==> config.mk <==
export PLATFORM = sky130hd
export DESIGN_NAME = evt_timer
export DESIGN_NICKNAME = d
export VERILOG_FILES = /design/src/rtl/evt_timer_pkg.sv /design/src/rtl/evt_timer_sync.sv /design/src/rtl/evt_timer_psc.sv /design/src/rtl/evt_timer_core.sv /design/src/rtl/evt_timer.sv
export SDC_FILE = /design/constraint.sdc
export NUM_CORES = 1
export LEC_CHECK = 0
export CAP_MARGIN = 20
export CORE_MARGIN = 4
export CORE_UTILIZATION = 42
export CTS_CLUSTER_SIZE = 30
export DETAILED_ROUTE_END_ITERATION = 8
export PLACE_DENSITY_LB_ADDON = 0.1
export SLEW_MARGIN = 20
export SYNTH_ARGS = -nofsm -noshare
export SYNTH_HDL_FRONTEND = slang
export SYNTH_SLANG_ARGS = --single-unit
==> constraint.sdc <==
create_clock -name clk -period 2.43 [get_ports clk]
set_input_delay 0.486 -clock clk [delete_from_list [all_inputs] [get_ports clk]]
set_output_delay 0.486 -clock clk [all_outputs]
set_load 0.02 [all_outputs]
==> src/rtl/evt_timer_pkg.sv <==
// Shared definitions for the timer/event counter: widths, control field
// positions and the mode encoding. Assumes an 8-bit bus.
package evt_timer_pkg;
    localparam int CNT_W   = 8;
    localparam int PSC_W   = 3;
    localparam int PSC_LEN = 1 << PSC_W;   // prescaler counter width

    localparam int CB_EDGE = 3;
    localparam int CB_RUN  = 4;
    localparam int CB_RSVD = 5;
    localparam int CB_MODE = 6;

    typedef enum logic [1:0] {
        MODE_OFF   = 2'b00,
        MODE_EVENT = 2'b01,
        MODE_TIMER = 2'b10,
        MODE_PULSE = 2'b11
    } tmode_e;
endpackage

==> src/rtl/evt_timer_sync.sv <==
// Two-flop synchronizer for the external input, followed by a history flop
// that gives rise/fall detection. Assumes ext_in may change at any time.
module evt_timer_sync (
    input  logic clk,
    input  logic rst_n,
    input  logic ext_in,
    output logic level,
    output logic rise,
    output logic fall
);
    logic s1_q, s2_q, s3_q;

    // Purpose: move the input into the clock domain and keep one cycle of history.
    always_ff @(posedge clk) begin
        if (!rst_n) begin
            s1_q <= 1'b0;
            s2_q <= 1'b0;
            s3_q <= 1'b0;
        end else begin
            s1_q <= ext_in;
            s2_q <= s1_q;
            s3_q <= s2_q;
        end
    end

    // Purpose: derive level and single-cycle edge strobes.
    always_comb begin
        level = s2_q;
        rise  = s2_q & ~s3_q;
        fall  = ~s2_q & s3_q;
    end
endmodule

==> src/rtl/evt_timer_psc.sv <==
// Power-of-two prescaler on the internal reference enable. The division is
// 2^(code+1). A clear restarts the phase. Assumes tick_en is a one-cycle strobe.
module evt_timer_psc #(
    parameter int CODE_W = 3,
    localparam int LEN   = 1 << CODE_W
) (
    input  logic              clk,
    input  logic              rst_n,
    input  logic              clr,
    input  logic              tick_en,
    input  logic [CODE_W-1:0] code,
    output logic              psc_tick
);
    logic [LEN-1:0] pcnt_q;
    logic [LEN-1:0] mask;

    // Purpose: advance the prescaler on each reference tick, restart on clear.
    always_ff @(posedge clk) begin
        if (!rst_n || clr) pcnt_q <= '0;
        else if (tick_en)  pcnt_q <= pcnt_q + 1'b1;
    end

    // Purpose: emit a strobe when the low code+1 bits are all ones.
    always_comb begin
        mask     = {LEN{1'b1}} >> (LEN - 1 - int'(code));
        psc_tick = tick_en && ((pcnt_q & mask) == mask);
    end
endmodule

==> src/rtl/evt_timer_core.sv <==
// Count register with auto-reload, sticky overflow flag and divider toggle.
// Assumes step is a one-cycle strobe. The flag set has priority over its clear.
module evt_timer_core #(
    parameter int W = 8
) (
    input  logic         clk,
    input  logic         rst_n,
    input  logic         step,
    input  logic [W-1:0] reload,
    input  logic         flag_clr,
    output logic [W-1:0] cnt,
    output logic         ovf_flag,
    output logic         pfd_out
);
    localparam logic [W-1:0] TOP = {W{1'b1}};
    logic wrap;

    // Purpose: detect a step taken from the top value.
    always_comb wrap = step && (cnt == TOP);

    // Purpose: count up, reloading instead of wrapping to zero.
    always_ff @(posedge clk) begin
        if (!rst_n)    cnt <= '0;
        else if (wrap) cnt <= reload;
        else if (step) cnt <= cnt + 1'b1;
    end

    // Purpose: keep the sticky flag and toggle the divider on each wrap.
    always_ff @(posedge clk) begin
        if (!rst_n) begin
            ovf_flag <= 1'b0;
            pfd_out  <= 1'b0;
        end else begin
            if (wrap)          ovf_flag <= 1'b1;
            else if (flag_clr) ovf_flag <= 1'b0;
            if (wrap)          pfd_out  <= ~pfd_out;
        end
    end
endmodule

==> src/rtl/evt_timer.sv <==
// Top of the timer/event counter. It holds the register decode, the control and
// reload registers, and the mode selection of the count strobe.
// Assumes a single-cycle write strobe and a combinational read path.
module evt_timer
    import evt_timer_pkg::*;
(
    input  logic             clk,
    input  logic             rst_n,
    input  logic             addr,
    input  logic             wr_en,
    input  logic [CNT_W-1:0] wr_data,
    output logic [CNT_W-1:0] rd_data,
    input  logic             tick_en,
    input  logic             ext_in,
    output logic             ovf_flag,
    output logic             pfd_out
);
    logic [7:0]       ctrl_q;
    logic [CNT_W-1:0] preload_q;
    logic [CNT_W-1:0] cnt_q;
    logic             ctrl_wr, data_wr;
    logic             lvl, rise, fall, psc_tick;
    logic             run_en, edge_neg, active_lvl, hit_edge, end_edge;
    logic             count_evt, pw_done;
    tmode_e           mode;

    // Purpose: decode the bus writes and the control fields.
    always_comb begin
        ctrl_wr    = wr_en && addr;
        data_wr    = wr_en && !addr;
        run_en     = ctrl_q[CB_RUN];
        edge_neg   = ctrl_q[CB_EDGE];
        mode       = tmode_e'(ctrl_q[CB_MODE +: 2]);
        active_lvl = edge_neg ? ~lvl : lvl;
        hit_edge   = edge_neg ? fall : rise;
        end_edge   = edge_neg ? rise : fall;
    end

    // Purpose: choose the count strobe and the end of a pulse measurement.
    always_comb begin
        count_evt = 1'b0;
        unique case (mode)
            MODE_EVENT: count_evt = run_en && hit_edge;
            MODE_TIMER: count_evt = run_en && psc_tick;
            MODE_PULSE: count_evt = run_en && psc_tick && active_lvl;
            default:    count_evt = 1'b0;
        endcase
        pw_done = run_en && (mode == MODE_PULSE) && end_edge;
    end

    // Purpose: hold the control byte. A bus write beats the end-of-pulse clear.
    always_ff @(posedge clk) begin
        if (!rst_n)       ctrl_q <= '0;
        else if (ctrl_wr) ctrl_q <= wr_data & ~(8'h01 << CB_RSVD);
        else if (pw_done) ctrl_q[CB_RUN] <= 1'b0;
    end

    // Purpose: hold the reload value written at the data address.
    always_ff @(posedge clk) begin
        if (!rst_n)       preload_q <= '0;
        else if (data_wr) preload_q <= wr_data;
    end

    // Purpose: return the live count or the control byte.
    always_comb rd_data = addr ? ctrl_q : cnt_q;

    evt_timer_sync u_sync (
        .clk   (clk),
        .rst_n (rst_n),
        .ext_in(ext_in),
        .level (lvl),
        .rise  (rise),
        .fall  (fall)
    );

    evt_timer_psc #(.CODE_W(PSC_W)) u_psc (
        .clk     (clk),
        .rst_n   (rst_n),
        .clr     (ctrl_wr),
        .tick_en (tick_en),
        .code    (ctrl_q[PSC_W-1:0]),
        .psc_tick(psc_tick)
    );

    evt_timer_core #(.W(CNT_W)) u_core (
        .clk     (clk),
        .rst_n   (rst_n),
        .step    (count_evt),
        .reload  (preload_q),
        .flag_clr(ctrl_wr),
        .cnt     (cnt_q),
        .ovf_flag(ovf_flag),
        .pfd_out (pfd_out)
    );
endmodule

==> results of run 1 <==
==> per-layer routing <==
layer | up-vias | wire (um) | share of wire [%] | track usage [%]
met3 | 12 | 207 | 5.0 | 4.71
met4 | 0 | 122 | 2.9 | 9.39
met5 | - | 0 | 0 | 0
met1 | 690 | 1730 | 42 | 20.5
li1 | 761 | - | - | -
met2 | 40 | 2110 | 51 | 29.3
==> power by group through the flow <==
stage	combinational [mW]	clock (mW)	sequential, mW
finish	0.101	0.399	0.623
global route	0.111	0.436	0.625
CTS	0.101	0.414	0.623
detailed placement	0.103	0	0.636
global placement	0.101	0	0.636
floorplan	0.0649	0	0.628
==> cells in the mapped netlist (2+ instances only) <==
cell type / count / share of area [%]
dfxtp_1: 36 / 41
nand2_1: 35 / 7.6
a21oi_1: 25 / 7.2
nand3_1: 13 / 3.7
nor2_1: 12 / 2.6
mux2_2: 7 / 4.5
nand4_1: 7 / 2.5
clkbuf_1: 6 / 1.3
mux2i_1: 5 / 2.9
a211oi_1: 4 / 1.7
and2_1: 4 / 1.4
inv_1: 4 / 0.86
nand2b_1: 4 / 1.4
o21ai_0: 4 / 1.2
buf_6: 3 / 1.9
xnor2_1: 3 / 1.5
xor2_1: 3 / 1.5
a31oi_1: 2 / 0.72
buf_1: 2 / 0.43
ha_1: 2 / 1.4
nor2b_1: 2 / 0.72
or3_1: 2 / 0.72
==> through the flow <==
stage / hold WS, ns / setup TNS, ns / setup slack [ns] / area, sq um / cells
after CTS: 0.441 / 0 / 0.133 / 2080 / 276
after global routing: 0.458 / 0 / 0.0504 / 2080 / 276
after floorplan: 0.412 / 0 / 0.440 / 1740 / 203
final: 0.437 / 0 / 0.141 / 2080 / 276
after global placement: 0.416 / -0.425 / -0.0619 / 2010 / 269
after detailed placement: 0.422 / -0.529 / -0.0869 / 2010 / 269
==> final cells by class <==
cell class                      count  area [sq um]  share of cell area [%]
Clock buffer                        6          72.6                    3.49
Clock inverter                      1          5.00                   0.241
Inverter                            4          15.0                   0.723
Multi-Input combinational cell    152           937                    45.1
Sequential cell                    36           721                    34.7
Tap cell                           50          62.6                    3.01
Timing Repair Buffer               27           264                    12.7
==> path summary, 6_finish.rpt <==
kind / slack, ns / from / endpoint
max: 0.14 / addr / rd_data[2]
min reg2reg: 0.44 / u_sync.s1_q$_SDFF_PN0_ / u_sync.level$_SDFF_PN0_
max reg2reg: 0.47 / u_psc.pcnt_q[1]$_SDFFE_PP0P_ / u_core.cnt[4]$_SDFFE_PN0P_
min: 0.44 / u_sync.s1_q$_SDFF_PN0_ / u_sync.level$_SDFF_PN0_
==> registers in the layout, summed over array words and instances (netlist names) <==
name and cells:
preload_q 8, u_core.pfd_out 1, u_psc.pcnt_q 8, ctrl_q 7, u_core.cnt 8, u_sync.level 1, u_core.ovf_flag 1, u_sync.s1_q 1
u_sync.s3_q 1
==> critical path, stage by stage <==
cell	delay, ns
clkdlybuf4s50_1	0.46
buf_4	0.18
mux2_2	0.35
dlygate4sd2_1	0.32
==> logic make-up after synthesis <==
| family | Yosys count | synth area share, % |
|---|---|---|
| AOI/OAI and AO/OA | 45 | 17.6 |
| and+or+nand+nor | 86 | 23.8 |
| adders and majority gates | 3 | 2.09 |
| muxes | 12 | 7.42 |
| DFF | 36 | 41.5 |
| xor gates and xnor gates | 6 | 3.03 |
| buffers and inverters | 15 | 4.54 |
==> metrics.md, run 1 <==
| Metric | Value |
|---|---|
| Run status | `finished, final reports clean` |
| CP Capture Type | `output port` |
| Share of layout cells above drive strength 1 | `11.5%` |
| Sw frac | `24.3%` |
| Max_slew headroom | `49.7%` |
| # port buffers | `23` |
| Largest net degree at the start of global routing | `25` |
| Max IR drop VDD | `0.000297 V` |
| Max-slew violation count | `0` |
| Total track usage | `17.6%` |
| Fin. Hold Viols | `0` |
| RSZ-0062 raised after global routing | `no` |
| Mapped Cells | `203` |
| Post-CTS Hold Fix Bufs | `0` |
| WHS Path Cells | `1` |
| Maximum root-to-sink buffer count | `2` |
| Vias | `1503` |
| Setup Skew | `0.0132 ns` |
| Most frequent cells in the layout | `dfxtp_1 (36), nand2_1 (35), a21oi_1 (25)` |
| Placeable Area | `0.00400 sq mm` |
| Power density cells | `540 mW/mm^2` |
| Max Fclk | `0.437 GHz` |
| Final setup vio count | `0` |
| Overall power | `1.12 mW` |
| Clock slew at reported path FFs | `0.06 ns` |
| Clock Root Buffer | `clkbuf_8` |
| Clock share of power | `35.5%` |
| Critical Path Fanout Max | `9` |
| Reg power frac | `55.5%` |
| Lkg Pwr | `0.754 nW` |
| WL/cell | `15.1 um` |
| Worst EP required | `1.94 ns` |
| Setup crit start kind | `input pin` |
| Crit path time final | `2.29 ns` |
| Mapped Area | `0.00174 sq mm` |
| Clk_lat worst skew | `0.29 ns` |
| Worst slew pin tran | `0.753 ns` |
| Filler instances | `395` |
| Synthesized area per cell | `8.56 sq um` |
| Tcrit/Tclk final | `94.2%` |
| Vias in the first global route | `1487` |
| I/O Pins | `24` |
| Die Height | `72.3 um` |
| Mapped Nets | `219` |
| WP data arrival | `1.80 ns` |
| Distinct cells, synth | `40` |
| Yosys synthesis warning count | `0` |
| Dpl hpwl | `3060 um` |
| Int Power | `850 uW` |
| DRT iter0 DRCs | `88` |
| CTS tree | `built` |
| Wire length of the first global-routing pass | `7000 um` |
| GRT Residual Overflow | `0` |
| Total CTS buffers | `5` |
| HP Class | `reg2reg` |
| GPL Wtd Cong | `0.799` |
| Syn-to-layout area delta | `19.6%` |
| H-Tree Depth | `2` |
| Post-layout util | `51.9%` |
| Switching pwr | `273 uW` |
| Reg2reg path depth | `7` |
| Post-CTS sizing | `7` |
| 1st-pass router iterations | `4` |
| DRT antenna net count | `0` |
| Max-Cap Viols | `0` |
| Total setup buffers inserted after CTS | `0` |
| Main flop type after synthesis | `dfxtp_1` |
| Ys async rst share | `0%` |
| Combinational Power Share | `9.0%` |
| Number of synthesized flops with an enable pin | `0` |
| Clk sinks | `36` |
| Row cnt | `23` |
| Sequential area share after synthesis | `41.5%` |
| Most common cell after layout, fill and taps aside | `dfxtp_1` |
| DRC Markers | `0` |
| WL final | `4180 um` |
| Nets | `242` |
| ANT cells | `0` |
| Die ar. | `0.00523 sq mm` |
| Initial antenna violation count | `0` |
| Initial Util | `43.4%` |
| Vias per Instance | `5.45` |
| Crit Path Class | `in2out` |
| #FFs+latches synth | `36` |
| Die W | `72.3 um` |
(Power assumes the default switching activity.)
==> inputs of run 2 (changes only) <==
--- a/config.mk
+++ b/config.mk
@@ -10,6 +10,7 @@
 export CORE_UTILIZATION = 42
 export CTS_CLUSTER_SIZE = 30
 export DETAILED_ROUTE_END_ITERATION = 8
+export DONT_BUFFER_PORTS = 1
 export PLACE_DENSITY_LB_ADDON = 0.1
 export SLEW_MARGIN = 20
 export SYNTH_ARGS = -nofsm -noshare
==> run 2 against run 1 <==
  * Cell area is 11% lower
  * Cell count fell by 9.1%
  * Power increased by 8.6%
  * Clock power is 34% higher
  * Die area unchanged
  * Sequential power barely moved
  * Count of clock-buffer cells in the layout decreased by 1
  * Setup slack improved by 0.31 ns
  * Core utilization down 5.6 points
  * Largest cell class unchanged
  * Largest power group unchanged
  * Highest routed layer unchanged
==> metrics.md, run 2 (synthesis gave the netlist of run 1 again) <==
| Metric | Value |
|---|---|
| Run status | `finished, final reports clean` |
| WL/cell | `15.8 um (+4.2%)` |
| WL final | `3960 um (-5.3%)` |
| Vias in the first global route | `1321 (-11%)` |
| # port buffers | `0 (-100%)` |
| Max Fclk | `0.505 GHz (+16%)` |
| Vias per Instance | `5.51 (+1.1%)` |
| Setup crit start kind | `flop` |
| Max-Cap Viols | `0 (unchanged)` |
| WP data arrival | `2.18 ns (+0.38 ns)` |
| Post-layout util | `46.4% (-5.6 points)` |
| DRC Markers | `0 (unchanged)` |
| Reg2reg path depth | `7 (unchanged)` |
| Row cnt | `23 (unchanged)` |
| DRT iter0 DRCs | `58 (-34%)` |
| Setup Skew | `0.0109 ns (-0.00226 ns)` |
| Total track usage | `16.3% (-1.3 points)` |
| Clock slew at reported path FFs | `0.08 ns (+0.02 ns)` |
| Syn-to-layout area delta | `6.77%` |
| Clk_lat worst skew | `0.30 ns (about the same)` |
| Maximum root-to-sink buffer count | `2 (unchanged)` |
| Power density cells | `657 mW/mm^2 (+22%)` |
| Initial antenna violation count | `0 (unchanged)` |
| Placeable Area | `0.00400 sq mm (unchanged)` |
| Post-route setup slack | `0.450 ns (+0.309 ns)` |
| HP Class | `in2reg` |
| Critical Path Fanout Max | `17 (+8)` |
| Clock Root Buffer | `clkbuf_8` |
| Setup Slack @ Placement | `0.484 ns (+0.571 ns)` |
| WHS Path Cells | `1 (unchanged)` |
| H-Tree Depth | `2 (unchanged)` |
| WHS Endpoint | `u_sync.level$_SDFF_PN0_` |
| Hold_sp | `rst_n` |
| 1st-pass router iterations | `4 (unchanged)` |
| Die ar. | `0.00523 sq mm (unchanged)` |
| Fin. Hold Viols | `0 (unchanged)` |
| RSZ-0062 raised after global routing | `no` |
| Post-CTS Hold Fix Bufs | `0 (unchanged)` |
| Vias | `1382 (-8.1%)` |
| CTS tree | `built` |
| GPL Wtd Cong | `0.803 (+0.48%)` |
| Reg2Reg Setup Slack | `0.45 ns (-0.02 ns)` |
| Crit path time final | `1.98 ns (-0.309 ns)` |
| Filler instances | `397 (+0.51%)` |
| Worst EP required | `2.63 ns (+0.69 ns)` |
| Lkg Pwr | `0.633 nW (-16%)` |
| Tcrit/Tclk final | `81.5% (-13 points)` |
| Critical R2R Capture | `u_core.cnt[4]$_SDFFE_PN0P_` |
| Wire length of the first global-routing pass | `6430 um (-8.1%)` |
| Dpl hpwl | `2890 um (-5.5%)` |
| Crit Path Class | `reg2reg` |
| Final setup vio count | `0 (unchanged)` |
| Max IR drop VDD | `0.000327 V (+9.9%)` |
| Total setup buffers inserted after CTS | `0 (unchanged)` |
| Nets | `216 (-11%)` |
| Most frequent cells in the layout | `dfxtp_1 (36), nand2_1 (35), a21oi_1 (25)` |
| Worst slew pin tran | `0.775 ns (+0.0220 ns)` |
| Die Height | `72.3 um (unchanged)` |
| GRT Residual Overflow | `0 (unchanged)` |
| Total CTS buffers | `5 (unchanged)` |
| Most common cell after layout, fill and taps aside | `dfxtp_1` |
| Die W | `72.3 um (unchanged)` |
| Initial Util | `43.4% (unchanged)` |
| Share of layout cells above drive strength 1 | `12.4% (+0.93 points)` |
| Largest regs | `preload_q (8), u_core.cnt (8), u_psc.pcnt_q (8)` |
| Setup TNS | `0 ns (unchanged)` |
| Overall power | `1.22 mW (+8.6%)` |
| Max_slew headroom | `48.3% (-1.5 points)` |
| Max-slew violation count | `0 (unchanged)` |
| RR Startpoint | `u_psc.pcnt_q[1]$_SDFFE_PP0P_` |
| ANT cells | `0 (unchanged)` |
| Largest net degree at the start of global routing | `25 (unchanged)` |
| CP Capture Type | `flop` |
| Clk sinks | `36 (unchanged)` |
| Post-CTS sizing | `0 (-7)` |
| DRT antenna net count | `0 (unchanged)` |
| I/O Pins | `24 (unchanged)` |
## run 2: changes by cell type in the layout (fill, tap and decap cells not counted)
cell | previous run | this run
buf_12 | 1 | 0
buf_4 | 3 | 1
bufinv_16 | 0 | 1
clkbuf_1 | 1 | 0
clkdlybuf4s50_1 | 16 | 0
clkinvlp_4 | 0 | 1
dlygate4sd2_1 | 7 | 0
## run 2: power breakdown
part	total (mW)	switching (mW)	internal [mW]	leakage [nW]
clock network	0.535	0.232	0.304	0.0541
registers	0.623	0.0172	0.605	0.293
logic	0.0609	0.0353	0.0257	0.287
## run 2: how the worst max path moves through the flow
stage / from / to / slack [ns] / depth (start not counted)
4_1_cts: u_psc.pcnt_q[1]$_SDFFE_PP0P_ / u_core.cnt[4]$_SDFFE_PN0P_ / 0.44 / 7
3_3_place_gp: u_psc.pcnt_q[1]$_SDFFE_PP0P_ / u_core.cnt[4]$_SDFFE_PN0P_ / 0.53 / 7
3_5_place_dp: u_psc.pcnt_q[1]$_SDFFE_PP0P_ / u_core.cnt[4]$_SDFFE_PN0P_ / 0.48 / 7
2_1_floorplan: tick_en / u_core.cnt[1]$_SDFFE_PN0P_ / 0.44 / 7
6_report: u_psc.pcnt_q[1]$_SDFFE_PP0P_ / u_core.cnt[4]$_SDFFE_PN0P_ / 0.45 / 7
5_1_grt: u_psc.pcnt_q[1]$_SDFFE_PP0P_ / u_core.cnt[4]$_SDFFE_PN0P_ / 0.32 / 7
## run 2: worst max-delay path, stage by stage, from the launching register on
cell and delay (ns):
dfxtp_1 0.40, inv_1 0.06, maj3_2 0.29, a2bb2oi_1 0.15, o41ai_4 0.34, buf_4 0.27, a41oi_1 0.15, a211oi_1 0.21
## run 2: layout make-up
cell class	count	area, sq um	area share (%)
Multi-Input combinational cell	152	937	50.5
Sequential cell	36	721	38.9
Clock buffer	5	68.8	3.71
Tap cell	50	62.6	3.37
Clock inverter	3	42.5	2.29
Inverter	4	15.0	0.810
Timing Repair Buffer	1	7.51	0.405
## run 2: metal layers
| layer | up-vias | global-route usage [%] | part of all wire [%] | wire, um |
|---|---|---|---|---|
| li1 | 705 | - | - | - |
| met1 | 651 | 18.6 | 45 | 1760 |
| met2 | 18 | 27.9 | 50 | 1970 |
| met5 | - | 0 | 0 | 0 |
| met4 | 0 | 5.64 | 1.8 | 73 |
| met3 | 8 | 5.96 | 3.8 | 150 |
## run 2: metrics by stage
stage                     hold slack (ns)  cell area, sq um  std cells
final                               0.303              1850        251
after global routing                0.289              1850        251
after CTS                           0.293              1850        251
after detailed placement            0.433              1740        243
after global placement              0.415              1740        243
after floorplan                     0.412              1740        203
==> inputs of run 3 (changes only) <==
==> constraint.sdc (replaced) <==
create_clock -name clk -period 2 [get_ports clk]
set_input_delay 0.4 -clock clk [delete_from_list [all_inputs] [get_ports clk]]
set_output_delay 0.4 -clock clk [all_outputs]
set_load 0.02 [all_outputs]
==> run 3 against run 2 <==
  * Die area unchanged
  * Combinational power increased by 40%
  * Critical path type unchanged
  * Routed wire length decreased by 0.18%
  * Largest cell class unchanged
  * Setup slack got worse by 0.30 ns
  * Hold slack got worse by 0.072 ns
  * Global-route usage increased by 0.93 points
==> metrics.md, run 3 (synthesis gave the netlist of run 1 again) <==
| Metric | Value |
|---|---|
| WL/cell | `15.3 um (-2.9%)` |
| Max-Cap Viols | `0 (unchanged)` |
| ANT cells | `0 (unchanged)` |
| Die Height | `72.3 um (unchanged)` |
| Max Fclk | `0.541 GHz (+7.2%)` |
| Min Hold Slack | `0.230 ns (-0.0725 ns)` |
| Worst slew pin tran | `0.535 ns (-0.240 ns)` |
| I/O Pins | `24 (unchanged)` |
| Power density cells | `710 mW/mm^2 (+8.0%)` |
| Clock slew at reported path FFs | `0.07 ns (about the same)` |
| Wire length of the first global-routing pass | `6920 um (+7.6%)` |
| Vias per Instance | `5.49 (-0.32%)` |
| H-Tree Depth | `2 (unchanged)` |
| WHS Endpoint | `u_sync.level$_SDFF_PN0_` |
| Max-slew violation count | `0 (unchanged)` |
| Fin. Hold Viols | `0 (unchanged)` |
| Clock Root Buffer | `clkbuf_8` |
| GPL Wtd Cong | `0.835 (+4.0%)` |
| Share of layout cells above drive strength 1 | `15.4% (+2.9 points)` |
| RSZ-0062 raised after global routing | `no` |
| CTS tree | `built` |
| Reg2Reg Setup Slack | `0.15 ns (-0.30 ns)` |
| Clk sinks | `36 (unchanged)` |
| GRT Residual Overflow | `0 (unchanged)` |
| WHS Path Cells | `1 (unchanged)` |
| Tcrit/Tclk final | `92.4% (+11 points)` |
| Row cnt | `23 (unchanged)` |
| Nets | `223 (+3.2%)` |
| Largest regs | `preload_q (8), u_core.cnt (8), u_psc.pcnt_q (8)` |
| Clk_lat worst skew | `0.29 ns (about the same)` |
| Hold_sp | `rst_n` |
| Setup crit start kind | `flop` |
| Syn-to-layout area delta | `9.15%` |
| Critical Path Fanout Max | `17 (unchanged)` |
| Run status | `finished, final reports clean` |
| Total CTS buffers | `5 (unchanged)` |
| Setup TNS | `0 ns (unchanged)` |
| Setup Skew | `0.0104 ns (-0.000553 ns)` |
| Vias | `1416 (+2.5%)` |
| Total setup buffers inserted after CTS | `0 (unchanged)` |
| RR Startpoint | `ctrl_q[0]$_SDFFE_PN0P_` |
| Crit Path Class | `reg2reg` |
| Worst EP required | `2.20 ns (-0.43 ns)` |
| Max IR drop VDD | `0.000516 V (+58%)` |
| DRT antenna net count | `0 (unchanged)` |
| Lkg Pwr | `0.667 nW (+5.3%)` |
| 1st-pass router iterations | `4 (unchanged)` |
| Initial Util | `43.4% (unchanged)` |
| Most common cell after layout, fill and taps aside | `dfxtp_1` |
| HP Class | `in2reg` |
| Die W | `72.3 um (unchanged)` |
| Initial antenna violation count | `0 (unchanged)` |
| Dpl hpwl | `2990 um (+3.4%)` |
| WP data arrival | `2.05 ns (-0.13 ns)` |
| Max_slew headroom | `64.3% (+16 points)` |
| Vias in the first global route | `1390 (+5.2%)` |
| DRT iter0 DRCs | `53 (-8.6%)` |
| CP Capture Type | `flop` |
| Placeable Area | `0.00400 sq mm (unchanged)` |
| Maximum root-to-sink buffer count | `2 (unchanged)` |
| Post-CTS sizing | `0 (unchanged)` |
| DRC Markers | `0 (unchanged)` |
| Most frequent cells in the layout | `dfxtp_1 (36), nand2_1 (35), a21oi_1 (25)` |
| # port buffers | `0 (unchanged)` |
| Die ar. | `0.00523 sq mm (unchanged)` |
| Crit path time final | `1.85 ns (-0.133 ns)` |
| Reg2reg path depth | `6 (-1)` |
| WL final | `3950 um (-0.18%)` |
| Post-CTS Hold Fix Bufs | `0 (unchanged)` |
| Critical R2R Capture | `u_core.cnt[6]$_SDFFE_PN0P_` |
| Final setup vio count | `0 (unchanged)` |
| Total track usage | `17.2% (+0.93 points)` |
| Largest net degree at the start of global routing | `25 (unchanged)` |
[run 3: cell types whose count changed in the layout (fill, tap and decap cells not counted), sizes merged]
cell,before,now
buf,1,8
clkinv,1,3
bufinv,1,0
clkinvlp,1,0
[run 3: worst max-delay path by stage]
stage                      startpoint  depth (start not counted)                          to  slack (ns)
3_5_place_dp   ctrl_q[0]$_SDFFE_PN0P_                          6  u_core.cnt[6]$_SDFFE_PN0P_        0.17
6_report       ctrl_q[0]$_SDFFE_PN0P_                          6  u_core.cnt[6]$_SDFFE_PN0P_        0.15
2_1_floorplan                 tick_en                          7  u_core.cnt[1]$_SDFFE_PN0P_         0.1
3_3_place_gp   ctrl_q[0]$_SDFFE_PN0P_                          6  u_core.cnt[4]$_SDFFE_PN0P_        0.21
5_1_grt        ctrl_q[0]$_SDFFE_PN0P_                          6  u_core.cnt[4]$_SDFFE_PN0P_       0.006
4_1_cts        ctrl_q[0]$_SDFFE_PN0P_                          6  u_core.cnt[4]$_SDFFE_PN0P_        0.14
[run 3: critical path, cell delays in order (launching register included)]
cell	delay, ns
dfxtp_1	0.35
maj3_2	0.31
a2bb2oi_1	0.15
o41ai_4	0.41
buf_12	0.19
a31oi_1	0.09
a211oi_1	0.24
[run 3: layout make-up]
cell class                 count  area (sq um)
fill                         391          2100
tap                           50          62.6
clock inverter                 3          18.8
sequential                    36           721
inverter                       4          15.0
clock buffer                   5          68.8
multi-input combinational    152           937
timing repair buffer           8          72.6
[run 3: where the power goes]
part	internal (mW)	total (mW)	leakage, nW	switching, mW
Clock	0.242	0.509	0.0479	0.266
Combinational	0.0371	0.0853	0.327	0.0482
Sequential	0.736	0.752	0.293	0.0161
Total	1.02	1.35	0.667	0.330
[run 3: through the flow]
| stage | setup WS (ns) | cell area, sq um | instances | power (mW) | util (%) |
|---|---|---|---|---|---|
| after floorplan | 0.0959 | 1740 | 203 | 0.842 | - |
| after global placement | 0.210 | 1810 | 250 | 0.853 | 45.2 |
| after detailed placement | 0.167 | 1810 | 250 | 0.855 | 45.2 |
| after CTS | 0.136 | 1900 | 258 | 1.36 | 47.4 |
| after global routing | 0.00626 | 1900 | 258 | 1.41 | 47.4 |
| final | 0.153 | 1900 | 258 | 1.35 | 47.4 |
[run 3: per-layer routing]
| metal | global-route usage (%) | share of wire [%] |
|---|---|---|
| met1 | 21.3 | 42 |
| met3 | 5.96 | 4.9 |
| met5 | 0 | 0 |
| met2 | 28.8 | 52 |
| met4 | 3.76 | 0.96 |
